[src/rtl/apc_pkg.sv]
package apc_pkg;
  typedef enum logic [1:0] {
    ADJ_HOLD    = 2'd0,
    ADJ_SHORTER = 2'd1,
    ADJ_LONGER  = 2'd2
  } adj_e;
endpackage

[src/rtl/apc_event_ctr.sv]
module apc_event_ctr #(
  parameter int CNT_W = 12
) (
  input  logic             clk,
  input  logic             rst_n,
  input  logic             en,
  input  logic             inc,
  input  logic             dec,
  input  logic             reload,
  output logic [CNT_W-1:0] cnt_o
);
  localparam logic [CNT_W-1:0] MAXV = {CNT_W{1'b1}};
  localparam logic [CNT_W-1:0] MIDV = {1'b1, {(CNT_W-1){1'b0}}};

  always_ff @(posedge clk) begin
    if (!rst_n) begin
      cnt_o <= MIDV;
    end else if (reload) begin
      cnt_o <= MIDV;
    end else if (en) begin
      if (inc && !dec && cnt_o != MAXV)
        cnt_o <= cnt_o + 1'b1;
      else if (dec && !inc && cnt_o != '0)
        cnt_o <= cnt_o - 1'b1;
    end
  end
endmodule

[src/rtl/apc_interval_timer.sv]
module apc_interval_timer #(
  parameter int MIN_LOG = 4,
  parameter int STEPS   = 8
) (
  input  logic                     clk,
  input  logic                     rst_n,
  input  logic [$clog2(STEPS)-1:0] step,
  output logic                     fire,
  output logic                     flag
);
  localparam int TMR_W = MIN_LOG + STEPS - 1;

  logic [TMR_W-1:0] tmr;
  logic [TMR_W-1:0] last_tick [STEPS];

  for (genvar g = 0; g < STEPS; g++) begin : g_len
    assign last_tick[g] = TMR_W'((64'd1 << (MIN_LOG + g)) - 64'd1);
  end

  assign fire = (tmr == last_tick[step]);

  always_ff @(posedge clk) begin
    if (!rst_n) begin
      tmr  <= '0;
      flag <= 1'b0;
    end else begin
      tmr  <= fire ? '0 : tmr + 1'b1;
      flag <= fire;
    end
  end
endmodule

[src/rtl/apc_step_ctrl.sv]
module apc_step_ctrl
  import apc_pkg::*;
#(
  parameter int CNT_W    = 12,
  parameter int LIM_W    = 9,
  parameter int STEPS    = 8,
  parameter int RST_STEP = 3
) (
  input  logic                     clk,
  input  logic                     rst_n,
  input  logic                     en,
  input  logic                     fire,
  input  logic [CNT_W-1:0]         cnt,
  input  logic [LIM_W-1:0]         hi_lim,
  input  logic [LIM_W-1:0]         lo_lim,
  output logic [$clog2(STEPS)-1:0] step_o,
  output logic                     reload_o
);
  localparam int TH_W = CNT_W + 1;
  localparam int SH   = TH_W - LIM_W;
  localparam int SW   = $clog2(STEPS);
  localparam logic [SW-1:0] TOP_STEP = SW'(STEPS - 1);

  logic [TH_W-1:0] hi_th, lo_th, cnt_x;
  logic            over, under;
  adj_e            adj;

  assign hi_th = {hi_lim, {SH{1'b0}}};
  assign lo_th = {lo_lim, {SH{1'b0}}};
  assign cnt_x = {1'b0, cnt};
  assign over  = cnt_x > hi_th;
  assign under = cnt_x < lo_th;

  always_comb begin
    adj = ADJ_HOLD;
    if (en && fire) begin
      if (over) begin
        if (step_o != '0) adj = ADJ_SHORTER;
      end else if (under) begin
        if (step_o != TOP_STEP) adj = ADJ_LONGER;
      end
    end
  end

  assign reload_o = (adj != ADJ_HOLD);

  always_ff @(posedge clk) begin
    if (!rst_n) begin
      step_o <= SW'(RST_STEP);
    end else begin
      case (adj)
        ADJ_SHORTER: step_o <= step_o - 1'b1;
        ADJ_LONGER:  step_o <= step_o + 1'b1;
        default:     step_o <= step_o;
      endcase
    end
  end
endmodule

[src/rtl/page_close_adapt.sv]
module page_close_adapt #(
  parameter int CNT_W    = 12,
  parameter int LIM_W    = 9,
  parameter int STAT_W   = 8,
  parameter int STEPS    = 8,
  parameter int MIN_LOG  = 4,
  parameter int RST_STEP = 3
) (
  input  logic              clk,
  input  logic              rst_n,
  input  logic              enable,
  input  logic [LIM_W-1:0]  hi_lim,
  input  logic [LIM_W-1:0]  lo_lim,
  input  logic              mistake,
  input  logic              hit,
  output logic              close_flag,
  output logic [STAT_W-1:0] cnt_msb
);
  localparam int SW = $clog2(STEPS);

  logic [CNT_W-1:0] cnt_q;
  logic [SW-1:0]    step_q;
  logic             fire;
  logic             reload;

  apc_interval_timer #(.MIN_LOG(MIN_LOG), .STEPS(STEPS)) u_timer (
    .clk   (clk),
    .rst_n (rst_n),
    .step  (step_q),
    .fire  (fire),
    .flag  (close_flag)
  );

  apc_step_ctrl #(
    .CNT_W(CNT_W), .LIM_W(LIM_W), .STEPS(STEPS), .RST_STEP(RST_STEP)
  ) u_step (
    .clk      (clk),
    .rst_n    (rst_n),
    .en       (enable),
    .fire     (fire),
    .cnt      (cnt_q),
    .hi_lim   (hi_lim),
    .lo_lim   (lo_lim),
    .step_o   (step_q),
    .reload_o (reload)
  );

  apc_event_ctr #(.CNT_W(CNT_W)) u_ctr (
    .clk    (clk),
    .rst_n  (rst_n),
    .en     (enable),
    .inc    (mistake),
    .dec    (hit),
    .reload (reload),
    .cnt_o  (cnt_q)
  );

  assign cnt_msb = cnt_q[CNT_W-1 -: STAT_W];
endmodule

[config.mk]
export PLATFORM = sky130hd
export DESIGN_NAME = page_close_adapt
export DESIGN_NICKNAME = d
export VERILOG_FILES = /design/src/rtl/apc_pkg.sv /design/src/rtl/apc_event_ctr.sv /design/src/rtl/apc_interval_timer.sv /design/src/rtl/apc_step_ctrl.sv /design/src/rtl/page_close_adapt.sv
export SDC_FILE = /design/constraint.sdc
export NUM_CORES = 1
export LEC_CHECK = 0
export CORE_ASPECT_RATIO = 1.2
export CORE_MARGIN = 5
export CORE_UTILIZATION = 61
export CTS_BUF_LIST = sky130_fd_sc_hd__clkbuf_8
export CTS_CLUSTER_DIAMETER = 40
export CTS_CLUSTER_SIZE = 14
export DETAILED_ROUTE_END_ITERATION = 16
export PLACE_DENSITY = 0.88
export SLEW_MARGIN = 20
export SYNTH_ARGS = -nofsm -noshare
export SYNTH_HDL_FRONTEND = slang
export SYNTH_SLANG_ARGS = --single-unit
[constraint.sdc]
create_clock -name clk -period 6.3 [get_ports clk]
set_input_delay 1.26 -clock clk [delete_from_list [all_inputs] [get_ports clk]]
set_output_delay 1.26 -clock clk [all_outputs]
set_load 0.1 [all_outputs]
==> impl_metrics.toml <==
[cells_and_area]
nNetsFinal = 335
n_fill_cell = 276
layout_common_cells = "clkdlybuf4s50_1, nor2_1, ha_1"
synthToLayoutAreaGrowth_pct = 14.7
final_cell_count_no_fill = 318
final_area_um2 = 2480
num_antenna_cells = 0
mostFrequentLayoutCell = "clkdlybuf4s50_1"
drive_gt1_share_pct = 2.85

[cts]
postCtsSetupRepairBufs = 0
numCtsBuffers = 3
clkTransAtPathRegs_ps = 100
cts_max_level = 1
cts_tree = "built"
root_buffer = "clkbuf_8"
clock-sinks = 27
insertion_delay_ps = 270
cts_resized = 0
cts.path.max_buffers = 2
holdBufCountCts = 0

[floorplan]
ioPinCount = 32
die_w_um = 64.4
coreArea_um2 = 3400
die_h_um = 75.3
dieArea_um2 = 4840
initial_core_util_pct = 63.7
std_cell_rows = 23

[synth]
synth-main-ff-cell = "dfxtp_1"
syn_area_um2 = 2160
synth_warnings = 0
synth_top_cell_by_area = "dfxtp_1"
yosysTopAreaCellShare_pct = 25.0
async_flop_share_pct = 0
synth_edf_count = 0
ys_top_cells_by_area = "dfxtp_1, ha_1, xnor2_1"
synth-seq-area-share_pct = 25.0
synth_fp_nets = 312
netlist_instances = 259
synth_seq_cells = 27
syn_avg_cell_area_um2 = 8.36
ys_types = 46

[worst_setup_path]
critPathBufInv = 3
cpPeakStageDelay_ps = 450
worst-setup-path-type = "input pin to flop"
path_max_fanout = 3
r2r-start = "u_step.step_o[1]$_SDFFE_PN1P_"
cp-end-kind = "flop"
r2r_end = "u_step.step_o[2]$_SDFFE_PN0P_"
r2r_cells = 13
critical_path_depth = 16
r2r_slack_ps = 2980
cp_data_required_time_ps = 6470
cp.arrival_ps = 4450
cp_cell_sequence = "clkdlybuf4s50_1 -> inv_1 -> ha_1 -> nor2b_1 -> o21a_1 -> o21ai_1 -> a21oi_1 -> o41a_1 -> nor4_1 -> ha_1 -> inv_1 -> fa_1 -> xnor2_1 -> nand2_1 -> xnor2_1 -> and2_1"
cpMaxStageDelayCell = "clkdlybuf4s50_1"
start_kind = "input pin"
cp_top_family = "adder cells"

[global_routing]
antenna_found_initial = 0
grt_use_total_pct = 20.0
grt_pass1_wl_um = 7850
first_global_vias = 1796
grt_max_degree = 17
grt.overflow.total = 0

[power]
p_switching_uw = 212
p_comb_share_pct = 43.1
p_int_uw = 321
vdd_drop_max_uv = 196
seqPwrFrac_pct = 38.2
powerDensity_nw_per_um2 = 215
finalPower_uw = 533
p_clk_share_pct = 18.7
p_leak_nw = 1.03
sw_frac_of_total_pct = 39.8

[sta]
fin_crit_sh_pct = 68.0
min_period_ps = 4280
slew_viol_final = 0
setup_viol = 0
fmax_ghz = 0.234
skew_ps = 5.24
max-slew-margin-rel_pct = 33.9
tns_ps = 0
tightest_slew_ps = 988
hold_viol = 0
rsz0062_at_grt = "false"

[placed_design]
portBuffers = 31
dp_hpwl_um = 3590
place_area_um2 = 2430
gp_congestion = 0.863
place_inst = 314

[drt]
finalWirelength_um = 4510
first_pass_iters = 4
final_antenna_net_count = 0
routedWlPerCell_um = 14.2
drc = 0
drt_iter0_markers = 82
vias = 1853
viasPerCell = 5.83

[hold_path]
worstHoldEndpoint = "u_timer.tmr[0]$_SDFF_PP0_"
whs_path_depth = 1
hp-start = "u_timer.tmr[0]$_SDFF_PP0_"
min_path_type = "flop to flop"

[run]
drv_cap = 0

[run_status]
status = "finished, final reports clean"
==> state kept, by name, summed over array words and instances (netlist names) <==
register,count
u_timer.flag,1
u_timer.tmr,11
u_ctr.cnt_o,12
u_step.step_o,3
==> worst register-to-register path, cell delays in order (launching register included) <==
cell     delay (ps)
dfxtp_1         410
or2_4           290
maj3_2          300
o22a_1          220
nor4_4          350
nand2_1         110
nor4_1          290
ha_1            240
inv_1            60
fa_1            380
xnor2_1         200
nand2_1          90
xnor2_1         120
and2_1          160
==> cell usage after synthesis (all sizes together), types with 3 or more instances <==
| cell type | count |
|---|---|
| inv | 21 |
| and3 | 5 |
| xor2 | 6 |
| a21oi | 13 |
| buf | 10 |
| nor2 | 30 |
| xnor2 | 14 |
| and2 | 3 |
| nand4 | 6 |
| nor4 | 6 |
| mux2i | 10 |
| nand2b | 3 |
| clkbuf | 3 |
| nand2 | 11 |
| a211oi | 5 |
| ha | 28 |
| o21a | 4 |
| a21o | 6 |
| o21ai | 11 |
| nand3 | 11 |
| dfxtp | 27 |
==> cell type report <==
| type | count | area [µm²] | share of cell area, % |
|---|---|---|---|
| clock inverter | 1 | 7.51 | 0.302 |
| sequential | 27 | 541 | 21.8 |
| timing repair buffer | 31 | 310 | 12.5 |
| inverter | 21 | 78.8 | 3.18 |
| tap | 37 | 46.3 | 1.86 |
| clock buffer | 3 | 41.3 | 1.66 |
| multi-input combinational | 198 | 1460 | 58.7 |
==> layer usage <==
layer	share of wire, %	track usage (%)	up-vias
met2	54	38.9	22
met1	43	23.4	865
met4	1.0	4.93	0
li1	-	-	960
met3	2.1	2.24	6
met5	0	0	-
==> logic make-up after synthesis <==
logic type | count (synthesis) | share of synthesized area (%)
xor gates and xnor gates | 20 | 8.09
and+or+nand+nor | 86 | 20.7
adders and majority gates | 31 | 18.6
muxes | 10 | 4.62
AOI/OAI and AO/OA | 51 | 15.4
DFF | 27 | 25.0
buffers and inverters | 34 | 7.69
==> worst max-delay path by stage <==
stage	slack, ps	start	to
final	2020	hi_lim[1]	u_step.step_o[2]$_SDFFE_PN0P_
after detailed placement	1740	hi_lim[1]	u_step.step_o[2]$_SDFFE_PN0P_
after global placement	1900	hi_lim[1]	u_step.step_o[2]$_SDFFE_PN0P_
after floorplan	2450	hi_lim[1]	u_step.step_o[2]$_SDFFE_PN0P_
after CTS	2030	hi_lim[1]	u_step.step_o[2]$_SDFFE_PN0P_
after global routing	1810	hi_lim[1]	u_step.step_o[2]$_SDFFE_PN0P_
==> power groups by stage <==
stage | Combinational [mW] | Sequential (mW) | Clock (mW)
2_1_floorplan | 0.187 | 0.200 | 0
3_3_place_gp | 0.223 | 0.207 | 0
3_5_place_dp | 0.228 | 0.207 | 0
4_1_cts | 0.230 | 0.204 | 0.103
5_1_grt | 0.252 | 0.206 | 0.108
6_report | 0.230 | 0.204 | 0.0994
==> through the flow <==
stage	util (%)	setup WS (ps)	hold WS [ps]
2_1_floorplan	-	2450	413
3_3_place_gp	71.7	1900	425
3_5_place_dp	71.7	1740	439
4_1_cts	73.1	2030	454
5_1_grt	73.1	1810	488
6_report	73.1	2020	453
Note: power is estimated with default switching activity, not from simulation.
